## config.mk

```make
export PLATFORM = sky130hd
export DESIGN_NAME = mono_alu
export DESIGN_NICKNAME = d
export VERILOG_FILES = /design/src/rtl/mono_alu_pkg.sv /design/src/rtl/mono_alu_lane.sv /design/src/rtl/mono_alu_flagreg.sv /design/src/rtl/mono_alu.sv
export SDC_FILE = /design/constraint.sdc
export NUM_CORES = 1
export LEC_CHECK = 0
export CORE_UTILIZATION = 45
export DETAILED_ROUTE_END_ITERATION = 10
export PLACE_DENSITY = 0.65
export SYNTH_ARGS = -nofsm -noshare
export SYNTH_HDL_FRONTEND = slang
export SYNTH_SLANG_ARGS = --single-unit
```

## constraint.sdc

```tcl
create_clock -name clk -period 8.65 [get_ports clk]
set_clock_uncertainty 0.1 [all_clocks]
set_input_delay 2.1625 -clock clk [delete_from_list [all_inputs] [get_ports clk]]
set_output_delay 2.1625 -clock clk [all_outputs]
set_load 0.01 [all_outputs]
```

## src/rtl/mono_alu_pkg.sv

```systemverilog
package mono_alu_pkg;

  localparam int unsigned DATA_W = 16;
  localparam int unsigned NFLAG  = 4;
  localparam int unsigned OP_W   = 4;

  // flag vector positions
  localparam int unsigned FN = 3;
  localparam int unsigned FZ = 2;
  localparam int unsigned FV = 1;
  localparam int unsigned FC = 0;

  typedef enum logic [OP_W-1:0] {
    OP_CLR  = 4'd0,
    OP_COM  = 4'd1,
    OP_INC  = 4'd2,
    OP_DEC  = 4'd3,
    OP_NEG  = 4'd4,
    OP_ADC  = 4'd5,
    OP_SBC  = 4'd6,
    OP_TST  = 4'd7,
    OP_ROR  = 4'd8,
    OP_ROL  = 4'd9,
    OP_ASR  = 4'd10,
    OP_ASL  = 4'd11,
    OP_SWAB = 4'd12,
    OP_SXT  = 4'd13
  } op_e;

endpackage

```

## src/rtl/mono_alu_lane.sv

```systemverilog
module mono_alu_lane
  import mono_alu_pkg::*;
#(
  parameter int unsigned LW = 16
) (
  input  logic [OP_W-1:0]  op,
  input  logic [LW-1:0]    a,
  input  logic             c_in,
  input  logic [NFLAG-1:0] prev,
  output logic [LW-1:0]    res,
  output logic [NFLAG-1:0] flg
);

  localparam int unsigned MSB = LW - 1;
  localparam int unsigned HW  = LW / 2;
  localparam logic [LW-1:0] MOST_NEG = {1'b1, {(LW-1){1'b0}}};
  localparam logic [LW-1:0] MOST_POS = {1'b0, {(LW-1){1'b1}}};
  localparam logic [LW-1:0] ONE      = {{(LW-1){1'b0}}, 1'b1};

  logic [LW-1:0] cin_ext;
  logic          n_d, z_d, v_d, c_d;
  logic          nz_from_res;
  logic          is_shift;

  assign cin_ext = {{(LW-1){1'b0}}, c_in};

  always_comb begin
    res         = a;
    n_d         = prev[FN];
    z_d         = prev[FZ];
    v_d         = prev[FV];
    c_d         = prev[FC];
    nz_from_res = 1'b1;
    is_shift    = 1'b0;
    case (op)
      OP_CLR: begin
        res = '0;
        v_d = 1'b0;
        c_d = 1'b0;
      end
      OP_COM: begin
        res = ~a;
        v_d = 1'b0;
        c_d = 1'b1;
      end
      OP_INC: begin
        res = a + ONE;
        v_d = (res == MOST_NEG);
      end
      OP_DEC: begin
        res = a - ONE;
        v_d = (res == MOST_POS);
      end
      OP_NEG: begin
        res = ~a + ONE;
        v_d = (res == MOST_NEG);
        c_d = (res != '0);
      end
      OP_ADC: begin
        res = a + cin_ext;
        v_d = c_in & (res == MOST_NEG);
        c_d = c_in & (res == '0);
      end
      OP_SBC: begin
        res = a - cin_ext;
        v_d = (res == MOST_NEG);
        c_d = c_in & (a == '0);
      end
      OP_TST: begin
        res = a;
        v_d = 1'b0;
        c_d = 1'b0;
      end
      OP_ROR: begin
        res      = {c_in, a[MSB:1]};
        c_d      = a[0];
        is_shift = 1'b1;
      end
      OP_ROL: begin
        res      = {a[MSB-1:0], c_in};
        c_d      = a[MSB];
        is_shift = 1'b1;
      end
      OP_ASR: begin
        res      = {a[MSB], a[MSB:1]};
        c_d      = a[0];
        is_shift = 1'b1;
      end
      OP_ASL: begin
        res      = {a[MSB-1:0], 1'b0};
        c_d      = a[MSB];
        is_shift = 1'b1;
      end
      OP_SWAB: begin
        res         = {a[HW-1:0], a[LW-1:HW]};
        n_d         = res[HW-1];
        z_d         = (res[HW-1:0] == '0);
        v_d         = 1'b0;
        c_d         = 1'b0;
        nz_from_res = 1'b0;
      end
      OP_SXT: begin
        res         = {LW{prev[FN]}};
        z_d         = ~prev[FN];
        v_d         = 1'b0;
        nz_from_res = 1'b0;
      end
      default: begin
        res         = a;
        nz_from_res = 1'b0;
      end
    endcase
    if (nz_from_res) begin
      n_d = res[MSB];
      z_d = (res == '0);
    end
    if (is_shift) begin
      v_d = n_d ^ c_d;
    end
  end

  always_comb begin
    flg     = '0;
    flg[FN] = n_d;
    flg[FZ] = z_d;
    flg[FV] = v_d;
    flg[FC] = c_d;
  end

endmodule

```

## src/rtl/mono_alu_flagreg.sv

```systemverilog
module mono_alu_flagreg
  import mono_alu_pkg::*;
(
  input  logic             clk,
  input  logic             rst_n,
  input  logic             load,
  input  logic [NFLAG-1:0] d,
  output logic [NFLAG-1:0] q
);

  logic [NFLAG-1:0] q_nxt;

  always_comb begin
    q_nxt = q;
    if (load) begin
      q_nxt = d;
    end
  end

  always_ff @(posedge clk or negedge rst_n) begin
    if (!rst_n) begin
      q <= '0;
    end else begin
      q <= q_nxt;
    end
  end

endmodule

```

## src/rtl/mono_alu.sv

```systemverilog
module mono_alu
  import mono_alu_pkg::*;
(
  input  logic              clk,
  input  logic              rst_n,
  input  logic              valid,
  input  logic [OP_W-1:0]   op,
  input  logic              byte_mode,
  input  logic [DATA_W-1:0] operand,
  input  logic              c_in,
  output logic [DATA_W-1:0] result,
  output logic [NFLAG-1:0]  nzvc
);

  localparam int unsigned BW = DATA_W / 2;

  logic [NFLAG-1:0]  flags_q;
  logic [NFLAG-1:0]  flags_new;
  logic [DATA_W-1:0] word_res;
  logic [NFLAG-1:0]  word_flg;
  logic [BW-1:0]     byte_res;
  logic [NFLAG-1:0]  byte_flg;
  logic              word_only_op;
  logic              use_byte;

  mono_alu_lane #(.LW(DATA_W)) u_word_lane (
    .op   (op),
    .a    (operand),
    .c_in (c_in),
    .prev (flags_q),
    .res  (word_res),
    .flg  (word_flg)
  );

  mono_alu_lane #(.LW(BW)) u_byte_lane (
    .op   (op),
    .a    (operand[BW-1:0]),
    .c_in (c_in),
    .prev (flags_q),
    .res  (byte_res),
    .flg  (byte_flg)
  );

  assign word_only_op = (op == OP_SWAB) || (op == OP_SXT);
  assign use_byte     = byte_mode && !word_only_op;

  always_comb begin
    if (use_byte) begin
      result    = {operand[DATA_W-1:BW], byte_res};
      flags_new = byte_flg;
    end else begin
      result    = word_res;
      flags_new = word_flg;
    end
  end

  mono_alu_flagreg u_flags (
    .clk   (clk),
    .rst_n (rst_n),
    .load  (valid),
    .d     (flags_new),
    .q     (flags_q)
  );

  assign nzvc = flags_q;

endmodule

```

* After elaboration in Yosys (flattened, before gate mapping)
Index checks and enable logic that the tools add are counted.
Word-level totals: bits in registers 4, input bits 25, output and inout port bits 20, logic and storage cells 91
Operators by class: $add $sub $neg 10, equal/unequal tests 23, mux-type cells 20, bitwise logic cells 11, reduce and logical (&&, ||, !) cells 24
Operators by type and width (count):
- one-hot mux 16 bit (13 select lines) | 1
- one-hot mux 8 bit (13 select lines) | 1
- equality test 16 bit (second input constant) | 4
- logical NOT 16 bit | 3
- adder 16 x 1 -> 16 bit (second input constant) | 2
- equality test 8 bit (second input constant) | 4
- logical NOT 8 bit | 4
- equality test 4 bit (second input constant) | 6
- adder 16 x 1 -> 16 bit | 1
- adder 8 x 1 -> 8 bit (second input constant) | 2
- equality test 16 x 15 -> 1 bit (second input constant) | 1
- equality test 4 x 3 -> 1 bit (second input constant) | 4
- two-way mux 16 bit | 1
- inverter 16 bit | 1
- nonzero test 16 bit | 1
- subtractor 16 x 1 -> 16 bit | 1
- subtractor 16 x 1 -> 16 bit (second input constant) | 1
- one-hot mux 1 bit (7 select lines) | 2
- one-hot mux 1 bit (6 select lines) | 2
- OR reduction 12 bit | 1
- two-way mux 1 bit | 10
- adder 8 x 1 -> 8 bit | 1
- equality test 4 x 2 -> 1 bit (second input constant) | 2
- equality test 8 x 7 -> 1 bit (second input constant) | 1
- 21 further kinds | 31

* Logic depth before layout (Yosys ltp)
Gate-level depths: netlist of run 1.
depth after elaboration 7, mapped depth 13, mapped depth without buffers 11

* Cells and area by module
A second synthesis of run 1 with hierarchy kept.
Unflattened totals: cells, all modules 1015, area, all modules 6670.1 µm²
By module, submodules not included:
- mono_alu_lane (u_word_lane) | times used 1, cells each 613, area each 3928.8 µm², sequential area each 0.0 µm²
- mono_alu_lane (u_byte_lane) | times used 1, cells each 301, area each 1855.5 µm², sequential area each 0.0 µm²
- mono_alu | times used 1, cells each 93, area each 740.7 µm², sequential area each 0.0 µm²
- mono_alu_flagreg | times used 1, cells each 8, area each 145.1 µm², sequential area each 100.1 µm²

* Least setup slack after synthesis of run 1
No wires, ideal clock.
kind input-to-output, start point input operand[0], end point output result[12], data arrival time 4.248 ns, path slack 2.139 ns, cell stages on the path 12, buffers on the path 2, cell sequence clkbuf_1 -> inv_1 -> ha_1 -> nor3b_2 -> and3_1 -> clkbuf_1 -> nand2_1 -> xnor2_1 -> a21oi_1 -> a21oi_1 -> nand2_1 -> nand2_1
Between the ends: longest elaborated chain between the ends 4
Ends and longest elaborated chain:
- start: declaration | RTL line mono_alu.sv:9 | input logic [DATA_W-1:0] operand,
- inverter 16 bit | RTL line mono_alu_lane.sv:55 | res = ~a + ONE;
- adder 16 x 1 -> 16 bit | RTL line mono_alu_lane.sv:55
- one-hot mux 16 bit (13 select lines) * | RTL line mono_alu_lane.sv:35 | case (op)
- two-way mux 16 bit * | RTL line mono_alu.sv:48 | if (use_byte) begin
- end: declaration | RTL line mono_alu.sv:11 | output logic [DATA_W-1:0] result,
Mark *: on every way between the ends. The rest lies on a longest branch, timed or not.

* Final worst setup path of run 1
start point input operand[1], end point output result[10]
Same word-level chain as after synthesis.

==> results of run 1 <==
[path summary, 6_finish.rpt]
check / start / depth (start not counted) / slack [ps] / endpoint
setup / recovery: operand[1] / 11 / 510 / result[10]
hold / removal: u_flags.q[1] / 1 / 510 / u_flags.q[1]
setup reg to reg: u_flags.q[3] / 8 / 5420 / u_flags.q[2]
hold reg to reg: u_flags.q[1] / 1 / 510 / u_flags.q[1]
max in group asynchronous: rst_n / 1 / 6240 / u_flags.q[0]
min in group asynchronous: rst_n / 1 / 2030 / u_flags.q[3]
[stage by stage]
stage | util, % | instances | area, um2
6_report | 52.7 | 861 | 5180
5_1_grt | 52.7 | 861 | 5180
4_1_cts | 52.7 | 861 | 5180
3_5_place_dp | 52.3 | 858 | 5140
3_3_place_gp | 52.3 | 858 | 5140
2_1_floorplan | - | 715 | 4590
[cells by family after synthesis]
logic type / share of synthesized area [%]
XOR/XNOR: 4.96
adder cells (fa/ha/maj): 1.91
AND/OR/NAND/NOR: 40.6
flip-flops: 2.18
AO/OA/AOI/OAI: 36.8
buffers and inverters: 9.95
multiplexers: 3.63
[area by class of cell]
type	count	area (um2)	area share, %
multi-input combinational	619	4060	78.3
timing repair buffer	88	761	14.7
sequential	4	100	1.93
inverter	14	52.6	1.01
tap	133	166	3.21
clock buffer	3	41.3	0.797
[critical path: stages]
cell             delay [ps]
clkdlybuf4s50_1         450
inv_1                   300
ha_1                    320
nor3b_2                 530
and2_1                  340
nand2_1                 160
a221oi_1                480
nand4_1                 180
a21oi_1                 330
o31ai_1                 110
clkdlybuf4s50_1         490
[power groups by stage]
stage,clock network [W],registers (W),logic [W]
after floorplan,0,0.0000266,0.000172
after global placement,0,0.0000264,0.000274
after detailed placement,0,0.0000265,0.000274
after CTS,0.0000429,0.0000263,0.000275
after global routing,0.0000424,0.0000268,0.000301
final,0.0000429,0.0000262,0.000286
[routing by layer]
metal,share of wire [%],up-vias,wire (um)
li1,-,2789,-
met5,0.066,-,15
met4,5.6,2,1270
met3,14,99,3140
met2,42,525,9440
met1,39,2866,8780
[cells in the final DEF (no fill, tap or decap), types with 13 or more instances in the layout]
| cell type | instances |
|---|---|
| nand4_1 | 19 |
| or3_1 | 13 |
| o22ai_1 | 15 |
| buf_4 | 44 |
| nor2_1 | 65 |
| nand3_1 | 25 |
| clkdlybuf4s50_1 | 42 |
| a31oi_1 | 14 |
| nand2_1 | 77 |
| xnor2_1 | 22 |
| o21ai_0 | 33 |
| nor3_1 | 34 |
| a21oi_1 | 49 |
==> metrics, run 1 <==
hold-fix buffers at CTS 0; Rows 36; fillers 1042; Worst VDD drop 0.0000791 V; ys flop type dfrtp_1; EDFF count, synth 0; largest reg by FF count u_flags.q; Seq/Total Area, Yosys 2.18%; htree depth 1; Sink Count 4; initial DRC count approximately 900; post-synthesis sequential element count 4; Worst Path Required 6390 ps; critical path class in2out; I/O pins 45; setup ws final 515 ps; # resized after CTS 0; Ys Warns 0; max reg flops 4; share of layout cells above drive strength 1 13.5%; final hold violations 0; power per cell area 68.5 nW/um2; Synth async-reset ratio 100%; busiest grt layer met2; met1 Usage GRT around three fifths; gpl congestion 1.09; Final ANT Viol Nets 0; LEAKAGE 1.71 nW; combinational share of power 80.5%; CTS tree done; Core ar. between 9000 and 10000 um2; clock share of power 12.1%; hold_ws 514 ps; Place WS 680 ps; RSZ-0062 raised after global routing no; crit path max fanout 7; Global Route Usage Sum between 40% and 50%; status finished clean; detailed placer's ending HPWL 17000 um; Routed wire per std cell 26.3 um; Sequential Power Share 7.4%; syn avg cell area roughly 6.4 um2; antenna violations before repair 1; post-synth top area share 6.30%; Final setup viols 0; GR Util met3 around a tenth; top cells by area, synth nand2_1 (6.3%), a21oi_1 (5.3%), nor2_1 (5.3%); area grow syn2layout 12.8%; Starting Density 46.7%; gr ovfl total 0; Synth Net Count 747; drt total wl roughly 23000 um; top flop regs u_flags.q: 4 flops; Cell variety after synth 92; clock slew at reported path FFs approximately 30 ps; max cap viols 0; Post-synth top cells nand2_1 (77), nor2_1 (65), a21oi_1 (49), clkbuf_1 (35), nor3_1 (34); slew margin rel. 13.0%; CTS Buffer Depth 2; routed vias 6281; M2 GR Usage a little over three fifths; chip width 103 um; Hold Path Class reg2reg; Worst setup SP type input port; height of the die slightly above 100 um; count leader, synth nand2_1; clock root buffer clkbuf_8; fin nets 762; CTS buffer count 3; total power about 0.00035 W; drt pass-1 iters 6; fmax approximately 0.12 GHz; Port Buffers 44; Clk Latency, worst-skew pair about 230 ps; period utilization a little over nine tenths; setup TNS 0 ps; vias in the first global route between 5000 and 6000; Worst Max-Slew Pin Slew 1300 ps; Post-CTS Setup Inserts 0; largest net degree at the start of global routing slightly above 40; Net Switching 0.000190 W; most area-hungry cell type in the Yosys netlist nand2_1; first-pass GRT wire length 33700 um; CP endpoint kind output port; Die Area between 10000 and 15000 um2; Switching Share 53.6%; Gate Count Post-Synth around 720; crit path DAT between 5000 and 6000 ps; antenna fix cells 0; internal power between 0.00015 and 0.0002 W; Via density 7.30; minimum clock period 8140 ps; drt drc 0; final max-slew violation count 0; Synth Cell Area 4590 um2
Power figures use the tool's default switching activity.
==> inputs of run 2 (changes only) <==
Settings changed: PLACE_DENSITY 0.65 to default, SETUP_SLACK_MARGIN from default to 0.2, SYNTH_HIERARCHICAL from default to 1.
==> metrics, run 2 <==
antenna violations before repair 0; Levels on crit path 11; drt drc 0; final cell count without fillers around 1200; Sink Count 4; height of the die 124 um; ys flop type dfrtp_1; worst-path cell chain clkdlybuf4s50_1, buf_4, or4_1, nor3_1, xnor2_1, o22ai_1, o41ai_1, a21oi_1, nand4b_1, o211ai_2, clkdlybuf4s50_1; critical path class in2out; Via density 7.33; most area-hungry cell type in the Yosys netlist nand2_1; power per cell area 68.7 nW/um2; Placed Instances between 1000 and 1500; detailed placer's ending HPWL 21300 um; first-pass GRT wire length 44800 um; Worst setup SP type input port; FF-to-FF End u_flags/q[2]; Final setup viols 0; clock slew at reported path FFs around 30 ps; top flop regs u_flags/q: 4 flops; hold-fix buffers at CTS 0; crit path DAT 5930 ps; Clk Latency, worst-skew pair 220 ps; Post-synth top cells nand2_1 (88), clkbuf_1 (63), nor2_1 (58), a21oi_1 (52), o21ai_0 (50); minimum clock period a little over 8000 ps; Reg2Reg Depth 11; final hold violations 0; max cap viols 0; setup ws final 460 ps; commonest non-fill, non-tap cells in the layout nand2_1 (88), buf_4 (65), nor2_1 (58), a21oi_1 (52), o21ai_0 (50); period utilization 94.7%; CP Buf/Inv Count 3; Synth Cell Area 6670 um2; Seq/Total Area, Yosys 1.50%; antenna fix cells 0; routed vias a little under 9000; Worst Max-Slew Pin Slew 1090 ps; Port Buffers 44; Rows 44; CTS Buffer Depth 2; htree depth 1; Synth async-reset ratio 100%; cell family with most CP delay simple AND/OR/NAND/NOR gates; count leader, synth nand2_1; CTS buffer count 3; I/O pins 45; largest net degree at the start of global routing 62; most used cell, CP clkdlybuf4s50_1; LEAKAGE roughly 2.5 nW; # resized after CTS 0; max reg flops 4; post-synthesis sequential element count 4; top cells by area, synth nand2_1 (5.0%), xnor2_1 (4.1%), a21oi_1 (3.9%); Global Route Usage Sum 37.7%; CTS tree done; fin nets 1050; hold_ws roughly 550 ps; Ys Warns 6; Hold Path Class reg2reg; Hold Path Cell Cnt 1; crit path max fanout 18; CP endpoint kind output port; Worst Hold End u_flags/q[2]; Cell variety after synth slightly below 90; largest reg by FF count u_flags/q; slowest CP cell or4_1; EDFF count, synth 0; max incr delay on CP 700 ps; drt pass-1 iters 8; gr ovfl total 0; RSZ-0062 raised after global routing no; Worst Path Required around 6400 ps; status finished clean; Core ar. 14500 um2; reg2reg start u_flags/q[3]; Gate Count Post-Synth just over 1000; Post-CTS Setup Inserts 0; vias in the first global route around 7600; syn avg cell area roughly 6.6 um2; commonest non-fill, non-tap cell in the layout nand2_1; post-synth top area share under 10%; Place WS 640 ps; Worst VDD drop 0.0000595 V; chip width 124 um; drt total wl 29400 um; Die Area 15300 um2; share of layout cells above drive strength 1 14.8%; Routed wire per std cell roughly 25 um; Starting Density 46.1%; Final ANT Viol Nets 0; final max-slew violation count 0; Synth Net Count 1054; slew margin rel. 26.8%; hold path start u_flags/q[2]; clock root buffer clkbuf_16; initial DRC count 1367; fmax between 0.1 and 0.15 GHz; setup TNS 0 ps; area grow syn2layout 9.89%; worst reg-to-reg setup slack 4890 ps; gpl congestion 0.999
run 2: changes by cell type in the layout (fill, tap and decap cells not counted), sizes merged, moves of 8 or more:
cell    previous run  this run
nand2             78        88
nand2b            10        33
nor2              66        58
inv               13        28
xnor2             22        31
nand3             25        41
o22ai             15        23
a32oi              1         9
o21ai             35        57
nand4             19        27
buf               46        74
o211ai             7        37
nor4              16        28
nand4b             3        23
run 2: layer usage:
metal  vias up  share of wire, %  global-route usage [%]
met3        74                13                    7.51
met1      4119                42                    55.1
li1       3951                 -                       -
met5         -                 0                       0
met2       603                42                    55.2
met4         0               2.9                    10.3
run 2: cell families (layout without fill, tap and decap cells):
| family | after synthesis | after routing | synth area share [%] |
|---|---|---|---|
| simple gates | 456 | 456 | 40.2 |
| compound gates | 325 | 325 | 35.8 |
| buf+inv | 149 | 143 | 10.4 |
| xor+xnor | 40 | 40 | 5.25 |
| mux | 27 | 27 | 4.26 |
| fa+ha+maj | 14 | 14 | 2.63 |
| flops | 4 | 4 | 1.50 |
run 2: worst max path at each step:
stage,start,end,slack [ps]
2_1_floorplan,operand[1],result[4],2040
3_3_place_gp,operand[5],result[11],610
3_5_place_dp,operand[5],result[11],640
4_1_cts,operand[5],result[11],610
5_1_grt,operand[5],result[11],340
6_report,operand[5],result[11],460
run 2: power by group:
group	internal [W]	switching, W
clock	0.0000590	0.0000126
combinational	0.000155	0.000246
sequential	0.0000219	0.00000881
total	0.000236	0.000268
run 2: per-stage QoR:
step	cell area, um2	utilization, %	power, W
2_1_floorplan	6670	-	0.000283
3_3_place_gp	7250	50.1	0.000417
3_5_place_dp	7250	50.1	0.000417
4_1_cts	7330	50.6	0.000491
5_1_grt	7330	50.6	0.000532
6_report	7330	50.6	0.000504
run 2: area by class of cell:
| class | count | area (um2) |
|---|---|---|
| clock buffers | 3 | 75.1 |
| fillers | 1508 | 7150 |
| inverters | 30 | 113 |
| multi-input cells | 862 | 5900 |
| flip-flops and latches | 4 | 100 |
| well taps | 184 | 230 |
| repair buffers | 110 | 908 |
